### src/rtl/slowclk_pkg.sv
package slowclk_pkg;

  // Total main-clock cycles per slow clock period for divider value n
  function automatic int unsigned calc_divisor(input int unsigned n);
    return 2 * (n + 1);
  endfunction

  // Activity verdict at a window end: edges counted so far plus one in this cycle
  function automatic bit edges_enough(input int unsigned counted,
                                      input bit          this_edge,
                                      input int unsigned min_edges);
    return (counted + (this_edge ? 1 : 0)) >= min_edges;
  endfunction

endpackage

### src/rtl/slowclk_lsync.sv
module slowclk_lsync #(
  parameter int unsigned STAGES = 2
) (
  input  logic clk,
  input  logic rst_n,
  input  logic async_in,
  output logic lvl,
  output logic rise
);
  logic [STAGES-1:0] sync_q;
  logic              lvl_d;

  always_ff @(posedge clk or negedge rst_n) begin
    if (!rst_n) begin
      sync_q <= '0;
      lvl_d  <= 1'b0;
    end else begin
      sync_q <= {sync_q[STAGES-2:0], async_in};
      lvl_d  <= sync_q[STAGES-1];
    end
  end

  assign lvl  = sync_q[STAGES-1];
  assign rise = lvl & ~lvl_d;
endmodule

### src/rtl/slowclk_activity.sv
module slowclk_activity
  import slowclk_pkg::*;
#(
  parameter int unsigned WIN_CYCLES = 1024,
  parameter int unsigned MIN_EDGES  = 2
) (
  input  logic clk,
  input  logic rst_n,
  input  logic edge_in,
  output logic active,
  output logic win_end
);
  localparam int unsigned WW  = (WIN_CYCLES > 1) ? $clog2(WIN_CYCLES) : 1;
  localparam int unsigned ECW = $clog2(MIN_EDGES + 1);
  localparam logic [WW-1:0]  WIN_LAST = WW'(WIN_CYCLES - 1);
  localparam logic [ECW-1:0] E_SAT    = ECW'(MIN_EDGES);

  logic [WW-1:0]  win_q;
  logic [ECW-1:0] ecnt_q;
  logic           active_q;

  assign win_end = (win_q == WIN_LAST);

  always_ff @(posedge clk or negedge rst_n) begin
    if (!rst_n) begin
      win_q    <= '0;
      ecnt_q   <= '0;
      active_q <= 1'b0;
    end else if (win_end) begin
      win_q    <= '0;
      ecnt_q   <= '0;
      active_q <= edges_enough(int'(ecnt_q), edge_in, MIN_EDGES);
    end else begin
      win_q <= win_q + WW'(1);
      if (edge_in && ecnt_q != E_SAT)
        ecnt_q <= ecnt_q + ECW'(1);
    end
  end

  assign active = active_q;


  verdict_at_window_end_chk: assert property (@(posedge clk) disable iff (!rst_n)
    !win_end |=> $stable(active_q));
endmodule

### src/rtl/slowclk_prescale.sv
module slowclk_prescale #(
  parameter int unsigned DIV_W = 8
) (
  input  logic             clk,
  input  logic             rst_n,
  input  logic             run,
  input  logic [DIV_W-1:0] div_val,
  output logic             div_lvl
);
  logic [DIV_W-1:0] cnt_q;
  logic             lvl_q;
  logic             half_done;

  assign half_done = (cnt_q >= div_val);

  always_ff @(posedge clk or negedge rst_n) begin
    if (!rst_n) begin
      cnt_q <= '0;
      lvl_q <= 1'b0;
    end else if (!run) begin
      cnt_q <= '0;
      lvl_q <= 1'b0;
    end else if (half_done) begin
      cnt_q <= '0;
      lvl_q <= ~lvl_q;
    end else begin
      cnt_q <= cnt_q + DIV_W'(1);
    end
  end

  assign div_lvl = lvl_q;


  half_period_bound_chk: assert property (@(posedge clk) disable iff (!rst_n)
    run && $past(run) && $stable(div_val) |-> cnt_q <= div_val);


  stopped_idle_chk: assert property (@(posedge clk) disable iff (!rst_n)
    !run |=> !lvl_q && cnt_q == '0);
endmodule

### src/rtl/slowclk_gen.sv
module slowclk_gen #(
  parameter int unsigned DIV_W       = 8,
  parameter int unsigned WIN_CYCLES  = 1024,
  parameter int unsigned MIN_EDGES   = 2,
  parameter int unsigned SYNC_STAGES = 2
) (
  input  logic             clk_main,
  input  logic             rst_n,
  input  logic             ls_clk_in,
  input  logic             xtal_req,
  input  logic [DIV_W-1:0] div_sel,
  output logic             slow_clk,
  output logic             slow_tick,
  output logic             src_is_xtal,
  output logic             main_osc_off_ok
);
  logic ls_lvl, ls_rise, ls_active, win_end;
  logic div_lvl;
  logic src_q, slow_q, tick_q;
  logic go_xtal, go_back, src_next, mux_lvl;

  slowclk_lsync #(.STAGES(SYNC_STAGES)) u_sync (
    .clk(clk_main), .rst_n(rst_n), .async_in(ls_clk_in),
    .lvl(ls_lvl), .rise(ls_rise)
  );

  slowclk_activity #(.WIN_CYCLES(WIN_CYCLES), .MIN_EDGES(MIN_EDGES)) u_act (
    .clk(clk_main), .rst_n(rst_n), .edge_in(ls_rise),
    .active(ls_active), .win_end(win_end)
  );

  slowclk_prescale #(.DIV_W(DIV_W)) u_pre (
    .clk(clk_main), .rst_n(rst_n), .run(~src_q),
    .div_val(div_sel), .div_lvl(div_lvl)
  );

  // Switch events, brought out as named wires
  assign go_xtal  = ~src_q & xtal_req & ls_active & ~div_lvl & ~ls_lvl;
  assign go_back  = src_q & (~ls_active | (~xtal_req & ~ls_lvl));
  assign src_next = go_xtal ? 1'b1 : (go_back ? 1'b0 : src_q);
  assign mux_lvl  = src_q ? ls_lvl : div_lvl;

  always_ff @(posedge clk_main or negedge rst_n) begin
    if (!rst_n) begin
      src_q  <= 1'b0;
      slow_q <= 1'b0;
      tick_q <= 1'b0;
    end else begin
      src_q  <= src_next;
      slow_q <= mux_lvl;
      tick_q <= mux_lvl & ~slow_q;
    end
  end

  assign slow_clk        = slow_q;
  assign slow_tick       = tick_q;
  assign src_is_xtal     = src_q;
  assign main_osc_off_ok = src_q & ls_active;


  switch_in_low_chk: assert property (@(posedge clk_main) disable iff (!rst_n)
    $rose(src_q) |-> !slow_q);


  return_in_low_chk: assert property (@(posedge clk_main) disable iff (!rst_n)
    $fell(src_q) && $past(ls_active) |-> !slow_q);


  no_switch_unless_ready_chk: assert property (@(posedge clk_main) disable iff (!rst_n)
    !src_q && !(xtal_req && ls_active) |=> !src_q);


  fallback_on_loss_chk: assert property (@(posedge clk_main) disable iff (!rst_n)
    src_q && !ls_active |=> !src_q && !main_osc_off_ok);


  prescaler_quiet_chk: assert property (@(posedge clk_main) disable iff (!rst_n)
    src_q && $past(src_q) |-> !div_lvl);


  tick_on_rise_chk: assert property (@(posedge clk_main) disable iff (!rst_n)
    slow_tick |-> slow_clk && !$past(slow_clk));
endmodule

### config.mk
export PLATFORM = sky130hd
export DESIGN_NAME = slowclk_gen
export DESIGN_NICKNAME = d
export VERILOG_FILES = /design/src/rtl/slowclk_pkg.sv /design/src/rtl/slowclk_lsync.sv /design/src/rtl/slowclk_activity.sv /design/src/rtl/slowclk_prescale.sv /design/src/rtl/slowclk_gen.sv
export SDC_FILE = /design/constraint.sdc
export NUM_CORES = 1
export LEC_CHECK = 0
export BUFFER_PORTS_ARGS = -buffer_cell sky130_fd_sc_hd__buf_2
export CORE_AREA = 2 2 79 81
export DETAILED_ROUTE_END_ITERATION = 7
export DIE_AREA = 0 0 81 83
export GPL_TIMING_DRIVEN = 0
export PLACE_DENSITY = 0.46
export SYNTH_ARGS = -nofsm -noshare
export SYNTH_HDL_FRONTEND = slang
export SYNTH_SLANG_ARGS = --single-unit
### constraint.sdc
create_clock -name clk_main -period 4.2 [get_ports clk_main]
set_clock_uncertainty 0.15 [all_clocks]
set_input_delay 0.42 -clock clk_main [delete_from_list [all_inputs] [get_ports clk_main]]
set_output_delay 0.42 -clock clk_main [all_outputs]
set_load 0.03 [all_outputs]
* Word-level counts from Yosys, hierarchy flattened *
Index checks and enable logic that the tools add are counted.

word-level totals
  word-level logic and storage cells = 50
  input port bits = 12
  output and inout bits = 4
  register bits = 28

cells by class
  reduce and logical (&&, ||, !) cells = 4
  $lt $le $gt $ge = 2
  add/sub/neg operators = 4
  muxes and demuxes = 11
  bitwise logic cells = 17
  equality and inequality tests = 2

operators with widths
  cell                   count
  $add 2x32->32          1
  $ge 32x2->1 const B    1
  $mux 8                 2
  $add 10x1->10 const B  1
  $eq 10x10->1 const B   1
  $mux 10                1
  $and 1x1->1            9
  $add 8x1->8 const B    1
  $ge 8x8->1             1
  $not 1->1              7
  $mux 1                 6
  $reduce_bool 2->1      3
  $mux 2                 2
  $add 2x1->2 const B    1
  $ne 2x2->1 const B     1
  $logic_and 1x1->1      1
  $or 1x1->1             1

* Logic depth before layout (Yosys ltp) *
Gate-level depths: netlist (run 1).

  depth in word-level cells = 6
  gate-level depth with buffers = 6
  mapped depth without buffers = 6

* Modules after synthesis *
From an unflattened synthesis (run 1), not the netlist that was laid out.

unflattened totals
  cell total of the unflattened synthesis = 132
  area, all modules = 1,451.4 sq um

by module, submodules not included
  module            area each (sq um)  times used  cells an instance
  slowclk_activity  621.8              1           55
  slowclk_prescale  610.6              1           64
  slowclk_gen       130.1              1           9
  slowclk_lsync     88.8               1           4

* Worst setup path before layout (run 1) *
No wires, ideal clock.

  path kind = input port to flip-flop
  start point = input div_sel[6]
  end point = register u_pre.lvl_q (netlist: u_pre.div_lvl)
  data required time = 3.925 ns
  buffers on the path = 0
  data arrival time = 1.559 ns
  slack = 2.366 ns
  setup time = 0.125 ns
  stages on the path = 6
  cells stage by stage = inv_1 -> ha_1 -> a21o_1 -> a211oi_2 -> o21ai_2 -> mux2_4

between the ends
  longest elaborated chain between the ends = 2

RTL lines
  element                             line                    text
  start, declared                     slowclk_gen.sv:11       input logic [DIV_W-1:0] div_sel,
  $ge 8x8->1                          slowclk_prescale.sv:14  assign half_done = (cnt_q >= div_val);
  $reduce_bool 2->1 (no source line)  -
  end signal, assigned                slowclk_prescale.sv:25  lvl_q <= ~lvl_q;
  end, declared                       slowclk_prescale.sv:11  logic lvl_q;

No other way between the ends.
A chain may end at the register's enable or synchronous reset.

* Worst setup path after layout (run 1) *
  start point = register u_pre.cnt_q[3]
  end point = register u_pre.lvl_q (netlist: u_pre.div_lvl)

between the ends
  longest elaborated chain between the ends = 2

RTL lines
  element                             line                    text
  start, declared                     slowclk_prescale.sv:10  logic [DIV_W-1:0] cnt_q;
  start signal, assigned              slowclk_prescale.sv:27  cnt_q <= cnt_q + DIV_W'(1);
  $ge 8x8->1                          slowclk_prescale.sv:14
  $reduce_bool 2->1 (no source line)  -

No other way between the ends.

==> metrics.txt, run 1 <==
Post-route DRC 0; CTS Sinks 28; pre-CTS setup slack ~2.1 ns; DR WL/cell 11.2 um; Cell Pwr Density 506 nW/um^2; Setup WS post-layout around 2.3 ns; Max H-tree Level 1; FMAX 0.515 GHz; slew of the pin with the lowest slew margin ~0.60 ns; Top FF cell, synth dfrtp_1; register area share after synthesis 51.7%; Vias/cell 4.13; Global Route Usage Sum under 10%; Post-Syn Nets 144; grt total ovfl 0; Tcrit/Tclk final a little under half; Total Wirelength 2.40 mm; unrepaired setup endpoints after global routing no; Final Instance Area 1600 sq um; Async S/R FF share, synth 100%; Yosys reg bits 28; total power slightly above 0.0008 W; Worst Hold Class in -> async; syn_area_per_cell 11.2 sq um; Worst Hold Slack -0.00828 ns; fin. max-slew vios 0; RePlAce Congestion ~0.72; deepest clock path buffer count 2; DR vias roughly 890; largest net degree at the start of global routing 29; CP Launch Type flop; Port-buffer cells 15; first-pass GRT wire length just over 4 mm; number of diodes 0; Rows 28; Peak supply drop 140 uV; max cap viols 0; Initial Util a little under a quarter; total CTS buffers 3; crit path time final between 1.5 and 2 ns; Area growth syn-to-layout 17.7%; core area approximately 5800 sq um; EDFF count, synth 0; drt first pass iters 4; CP endpoint kind flop; # IOs 16; yosys warns 0; Clock Root Buffer clkbuf_8; Final Hold Vio Count 28; post-route ant nets 0; Pleak roughly 0.76 nW; CTS tree done; violations in the final reports hold timing; CP Max Fanout 9; Die H 83 um; Synth Instances around 120; endpoints failing setup 0; Worst-path clk slew 0.10 ns; Yosys cell types 32; critical path type reg -> reg; 1st-iter DRT viols 31; nets about 160; run status finished, violations left; arrival time worst endpoint approximately 2.0 ns; CP Data Required Time between 4 and 5 ns; hold_buf cts 0; Die ar. a little under 7000 sq um; layout cell share with drive strength beyond 1 between 10% and 20%; number of global-route vias before repair approximately 910; clk_lat worst skew ~0.27 ns; Placement Cell Area ~1500 sq um; post-CTS sizing 0; hpwl dp between 1.5 and 2 mm; Rel. slew slack around three fifths; Die Width 81 um; Cell Area, Synth approximately 1400 sq um; total negative slack 0 ns; initial antenna violation count 0; Post-CTS Setup Inserts 0
-- worst max-delay path, cell delays in order, from the launching register on --
cell and delay, ns:
dfrtp_1 0.43, ha_1 0.31, o211ai_1 0.08, o21a_1 0.19
o21ai_2 0.35, mux2_4 0.33
-- per-layer routing --
layer  vias up  wire [um]  global-route usage (%)
met1       415       1160                    9.73
met4         0         14                    2.77
met3         2        118                    1.41
li1        447          -                       -
met5         -          0                       0
met2        25       1110                    12.5
-- Yosys cell counts, types with 2 or more instances --
cell type,count,area [sq um]
a211oi_1,2,15.0
a21oi_1,2,10.0
and3_1,2,12.5
and4_1,2,17.5
dfrtp_1,28,701
ha_1,11,138
inv_1,12,45.0
nand2_1,4,15.0
nand3_1,2,10.0
nand4_1,3,18.8
nor2_1,18,67.6
nor2b_1,2,12.5
nor3b_1,2,15.0
xnor2_1,9,78.8
xor2_1,5,43.8
-- kinds of logic after synthesis --
logic type                 Yosys count  synth area share [%]
and+or+nand+nor                     39                  15.6
DFF                                 28                  51.7
buffers and inverters               13                  3.60
xor gates and xnor gates            14                  9.05
adders and majority gates           11                  10.2
muxes                                2                  1.94
AOI/OAI and AO/OA                   14                  7.94
-- per-stage QoR --
step | utilization, % | instances
floorplan | - | 121
global placement | 26.2 | 211
detailed placement | 26.2 | 211
CTS | 27.4 | 215
global route | 27.4 | 215
finish | 27.4 | 215
-- area by class of cell --
type	count	area (sq um)
clock buffers	3	41.3
clock inverters	1	30.0
fillers	627	4220
inverters	13	48.8
multi-input cells	80	606
flip-flops and latches	28	701
well taps	75	93.8
repair buffers	15	75.1
-- flip-flops by register name, indices dropped and copies added (netlist names) --
| signal | flops |
|---|---|
| u_sync.lvl_d | 1 |
| u_sync.sync_q | 2 |
| u_act.win_q | 10 |
| slow_tick | 1 |
| u_act.active | 1 |
| slow_clk | 1 |
| u_act.ecnt_q | 2 |
| u_pre.cnt_q | 8 |
| src_is_xtal | 1 |
| u_pre.div_lvl | 1 |
-- worst paths after layout --
kind | startpoint | end | slack [ns] | cells after the start
max | u_pre.cnt_q[3] | u_pre.div_lvl | 2.26 | 5
min | rst_n | u_act.win_q[3] | -0.008 | 1
max reg2reg | u_pre.cnt_q[3] | u_pre.div_lvl | 2.26 | 5
min reg2reg | u_sync.sync_q[0] | u_sync.sync_q[1] | 0.21 | 0
max in group asynchronous | rst_n | u_act.win_q[6] | 3.52 | 1
min in group clk_main | ls_clk_in | u_sync.sync_q[0] | 0.09 | 1
-- power breakdown --
group | internal [W] | switching, W
logic | 0.000104 | 0.000114
clock network | 0.000128 | 0.0000850
registers | 0.000325 | 0.0000516
-- placed cells by master, fill, tap and decap left out, types with 2 or more instances in the layout --
cell type / netlist / layout
a211oi_1: 2 / 2
a21oi_1: 2 / 2
and3_1: 2 / 2
and4_1: 2 / 2
buf_2: 0 / 15
clkbuf_8: 0 / 3
dfrtp_1: 28 / 28
ha_1: 11 / 11
inv_1: 12 / 12
nand2_1: 4 / 4
nand3_1: 2 / 2
nand4_1: 3 / 3
nor2_1: 18 / 18
nor2b_1: 2 / 2
nor3b_1: 2 / 2
xnor2_1: 9 / 9
xor2_1: 5 / 5
Note: power is estimated with default switching activity, not from simulation.
==> inputs of run 2 (changes only) <==
- clock period: 4.2 -> 1.98 ns (I/O delays scaled with it)
==> metrics.txt, run 2 (synthesized netlist as in run 1, its figures left out) <==
run status complete, no violations; Worst Hold Class in -> reg; Final Hold Vio Count 0; endpoints failing setup 0; commonest non-fill, non-tap cell in the layout dfrtp_1; DR WL/cell about 11 um; Global Route Usage Sum roughly 7.7%; Pleak just under 0.8 nW; Tcrit/Tclk final between 90% and 100%; arrival time worst endpoint between 1.5 and 2 ns; Worst-path clk slew ~0.10 ns; 1st-iter DRT viols 40; max FFs per register 10; CTS Sinks 28; Post-route DRC 0; Multi-input gate area roughly 610 sq um; crit path time final around 1.9 ns; max cap viols 0; CP Max Fanout 9; total negative slack 0 ns; Die ar. between 6000 and 7000 sq um; FMAX ~0.53 GHz; DR vias 895; number of global-route vias before repair 926; FILL cells ~620; post-route ant nets 0; CP Data Required Time roughly 2 ns; Clock Root Buffer clkbuf_8; first-pass GRT wire length about 4.1 mm; CP Launch Type flop; Rel. slew slack about three fifths; Die H a little over 80 um; Rows 28; Vias/cell between 4 and 5; CTS tree done; hpwl dp roughly 1.8 mm; fin. max-slew vios 0; Area growth syn-to-layout 19.8%; Die Width roughly 80 um; # IOs 16; Initial Util about a quarter; Total Wirelength 2.40 mm; commonest cells after routing, fill and taps aside dfrtp_1, nor2_1, buf_2; RePlAce Congestion 0.718; core area between 5000 and 6000 sq um; total CTS buffers 3; drt first pass iters 4; critical path type reg -> reg; Setup WS post-layout about 0.11 ns; pre-CTS setup slack between 0.015 and 0.02 ns; Peak supply drop between 200 and 300 uV; Top Registers u_act.win_q x10, u_pre.cnt_q x8; slew of the pin with the lowest slew margin just over 0.6 ns; deepest clock path buffer count 2; grt total ovfl 0; largest net degree at the start of global routing 29; Max H-tree Level 1; Port-buffer cells 15; Cell Pwr Density between 1000 and 1500 nW/um^2; Hold Path Depth 2; Post-CTS Setup Inserts 0; most flop-heavy register u_act.win_q; CP endpoint kind flop; nets 166; initial antenna violation count 0; unrepaired setup endpoints after global routing no; Register Area 701 sq um; clk_lat worst skew about 0.27 ns; layout cell share with drive strength beyond 1 19.0%; number of diodes 0; R2R depth 5
run 2: cell types whose count changed in the layout (fill, tap and decap cells not counted):
cell           change
o21ai_4            +1
o21ai_2            -1
dlygate4sd3_1      +2
run 2: routing by layer:
| layer | global-route usage, % | wire [um] | part of all wire [%] | vias to the layer above |
|---|---|---|---|---|
| met5 | 0 | 0 | 0 | - |
| met4 | 2.77 | 14 | 0.58 | 0 |
| met3 | 1.30 | 108 | 4.5 | 2 |
| met2 | 12.8 | 1120 | 46 | 24 |
| met1 | 9.87 | 1160 | 48 | 419 |
| li1 | - | - | - | 450 |
run 2: worst paths after layout:
| path | startpoint | to | slack [ns] |
|---|---|---|---|
| min | xtal_req | src_is_xtal | 0.06 |
| max | u_pre.cnt_q[3] | u_pre.div_lvl | 0.11 |
| min reg2reg | u_sync.sync_q[0] | u_sync.sync_q[1] | 0.21 |
| max in group asynchronous | rst_n | u_act.win_q[6] | 0.99 |
| max reg2reg | u_pre.cnt_q[3] | u_pre.div_lvl | 0.11 |
| min in group asynchronous | rst_n | u_sync.sync_q[0] | 0.30 |
run 2: worst max-delay path, stage by stage, from the launching register on:
cell	delay (ns)
dfrtp_1	0.43
ha_1	0.31
o211ai_1	0.08
o21a_1	0.21
o21ai_4	0.27
mux2_4	0.33
run 2: timing repair:
action                                 in CTS  in global routing
setup endpoints to repair                   1                  1
endpoints found under the hold margin      29                  0
gates resized for setup                     1                  0
pin swaps                                   0                  1
hold buffers                                2                  0
run 2: area by class of cell:
cell class              count  share of cell area [%]
clock buffers               3                    2.54
clock inverters             1                    1.85
inverters                  13                    3.01
multi-input cells          80                    37.8
flip-flops and latches     28                    43.2
well taps                  75                    5.78
repair buffers             17                    5.86
run 2: power breakdown:
| part | internal (W) | total (W) | switching, W |
|---|---|---|---|
| Clock | 0.000271 | 0.000450 | 0.000180 |
| Combinational | 0.000225 | 0.000475 | 0.000250 |
| Sequential | 0.000689 | 0.000799 | 0.000109 |
run 2: stage by stage:
step                total power, W  hold slack [ns]  utilization [%]  cells  instance area (sq um)
CTS                        0.00175           0.0568             27.9    217                   1620
finish                     0.00172           0.0578             27.9    217                   1620
floorplan                  0.00115           -0.248                -    121                   1360
global placement           0.00125           0.0911             26.2    211                   1520
global route               0.00187           0.0507             27.9    217                   1620
detailed placement         0.00129           0.0990             26.2    211                   1520
==> inputs of run 3 (changes only) <==
- ABC_AREA: unset -> 1
- CORE_AREA: 2 2 79 81 -> 2 2 81 83
- DIE_AREA: 0 0 81 83 -> 0 0 83 85
==> metrics.txt, run 3 <==
Placement Cell Area 1620 sq um; Top FF cell, synth dfrtp_1; Final Instance Area 1720 sq um; core area about 6200 sq um; FF-to-FF Start u_pre.cnt_q[0]; number of global-route vias before repair ~1000; Vias/cell 3.87; Synth area leaders dfrtp_1, ha_1, nand2_1; Die Width slightly above 80 um; fin. max-slew vios 0; total CTS buffers 3; Pint between 0.001 and 0.0015 W; Final Hold Vio Count 0; CP Launch Type flop; Max H-tree Level 1; worst path cell trace inv_1 -> ha_1 -> inv_1 -> nand2_1 -> nand2_1 -> nand2_1 -> nand2_1 -> nand2_1 -> nand2_1 -> nand2_2 -> nand2_1 -> nand2_1; commonest non-fill, non-tap cell in the layout nand2_1; Yosys cell types 24; slowest CP cell dfrtp_1; Seq pwr share between 40 and 50%; deepest clock path buffer count 2; Switching Share roughly 32%; combinational share of power 27.7%; unrepaired setup endpoints after global routing no; hpwl dp around 1.8 mm; critical path endpoint u_pre.div_lvl; endpoints failing setup 0; initial antenna violation count 0; NetSw 0.000552 W; R2R depth 12; post-route ant nets 0; Top Registers u_act.win_q x10, u_pre.cnt_q x8; Area growth syn-to-layout 18.1%; DR WL/cell slightly below 9 um; CP Data Required Time between 2 and 2.5 ns; run status complete, no violations; 1st-iter DRT viols 75; first-pass GRT wire length around 4.4 mm; Synth top area share ~48%; drt first pass iters 4; Global Route Usage Sum between 7 and 8%; Worst Hold Class in -> reg; most common cell in the netlist nand2_1; FMAX about 0.61 GHz; Cell Area, Synth about 1500 sq um; CTS tree done; worst r2r dst u_pre.div_lvl; Tcrit/Tclk final just over 80%; syn_area_per_cell approximately 8.9 sq um; Hold Path Depth 3; CTS Sinks 28; CP endpoint kind flop; worst hold path startpoint xtal_req; r2r setup slk around 0.33 ns; largest net degree at the start of global routing 29; area leader, netlist dfrtp_1; Peak supply drop approximately 460 uV; grt total ovfl 0; Total Wirelength around 2.3 mm; Clock Root Buffer clkbuf_8; Setup WS post-layout 0.335 ns; slew of the pin with the lowest slew margin a little over 0.6 ns; most flop-heavy register u_act.win_q; Yosys reg bits 28; commonest cells after routing, fill and taps aside nand2_1, dfrtp_1, inv_1; register area share after synthesis around half; Initial Util about a quarter; Rows 29; fin util between 20 and 30%; total negative slack 0 ns; clk_lat worst skew approximately 0.27 ns; pre-CTS setup slack around 0.33 ns; Port-buffer cells 15; max cap viols 0; CP Max Fanout 9; # IOs 16; Largest stage delay, worst path 0.41 ns; Die H approximately 85 um; Cell Pwr Density 998 nW/um^2; RePlAce Congestion between 0.7 and 0.8; Worst-path clk slew 0.10 ns; FILL cells about 670; Pleak 0.889 nW; Clock power frac 26.1%; post-CTS sizing 0; DR vias ~1000; yosys warns 0; EDFF count, synth 0; Post-Syn Nets 186; arrival time worst endpoint approximately 1.7 ns; Die ar. just over 7000 sq um; synth cell count leaders nand2_1, dfrtp_1, inv_1, nor2_1, ha_1; max FFs per register 10; Synth Instances 163; CP startpoint u_pre.cnt_q[0]; critical path type reg -> reg; Post-route DRC 0; crit path time final ~1.6 ns; number of diodes 0; nets 208; Async S/R FF share, synth 100%; layout cell share with drive strength beyond 1 18.5%; Rel. slew slack about three fifths; CP dominant cell by count nand2_1
run 3: changes by cell type after synthesis, moves of 3 or more:
cell | before | now
nand2_1 | 4 | 29
inv_1 | 12 | 25
nand3_1 | 2 | 10
xnor2_1 | 9 | 2
nand2_2 | 0 | 4
xor2_1 | 5 | 9
nor2_1 | 18 | 21
o21ai_1 | 0 | 3
run 3: worst min-delay path by stage:
stage	end	slack [ns]
after detailed placement	u_act.win_q[6]	0.11
after CTS	src_is_xtal	0.01
after global placement	u_act.win_q[6]	0.12
after floorplan	slow_clk	-0.25
final	src_is_xtal	0.02
after global routing	src_is_xtal	0.02
run 3: cell type report:
cell class	count	area, sq um	area share [%]
Clock buffer	3	41.3	2.41
Clock inverter	1	30.0	1.75
Inverter	28	110	6.42
Multi-Input combinational cell	107	642	37.4
Sequential cell	28	701	40.8
Tap cell	77	96.3	5.62
Timing Repair Buffer	17	95.1	5.54
run 3: stage by stage:
step / instances / total power, W / hold WS (ns)
2_1_floorplan: 163 / 0.00116 / -0.248
3_3_place_gp: 255 / 0.00127 / 0.116
3_5_place_dp: 255 / 0.00129 / 0.111
4_1_cts: 261 / 0.00175 / 0.0110
5_1_grt: 261 / 0.00187 / 0.0248
6_report: 261 / 0.00171 / 0.0212
run 3: repair_timing:
action                     4_1_cts  5_1_grt
setup endpoints to repair        0        0
hold endpoints to repair        29        0
hold buffers                     2        0
buffers inserted                 0        0
run 3: power groups by stage:
stage	clock network (W)	logic [W]	registers, W
6_report	0.000447	0.000474	0.000792
5_1_grt	0.000483	0.000570	0.000815
4_1_cts	0.000466	0.000486	0.000795
3_5_place_dp	0	0.000480	0.000807
3_3_place_gp	0	0.000469	0.000805
2_1_floorplan	0	0.000338	0.000822
run 3: logic make-up (layout without fill, tap and decap cells):
family | count (synthesis) | after routing | synth area share, %
compound gates | 9 | 9 | 3.53
xor+xnor | 11 | 11 | 6.63
fa+ha+maj | 11 | 11 | 9.47
buf+inv | 28 | 49 | 7.58
flops | 28 | 28 | 48.2
simple gates | 76 | 76 | 24.5
run 3: worst max-delay path: cells and delay by family (launching register included):
kind                     cells  cell delay, ns
adder cells (fa/ha/maj)      1            0.26
buffers and inverters        2            0.11
AND/OR/NAND/NOR              9            0.61
flip-flops                   1            0.41
run 3: layer usage:
metal	GRT usage (%)	up-vias	part of all wire [%]
met5	0	-	0
met4	3.13	0	1.3
met3	1.46	2	2.6
met2	12.5	6	45
met1	9.52	456	51
li1	-	546	-
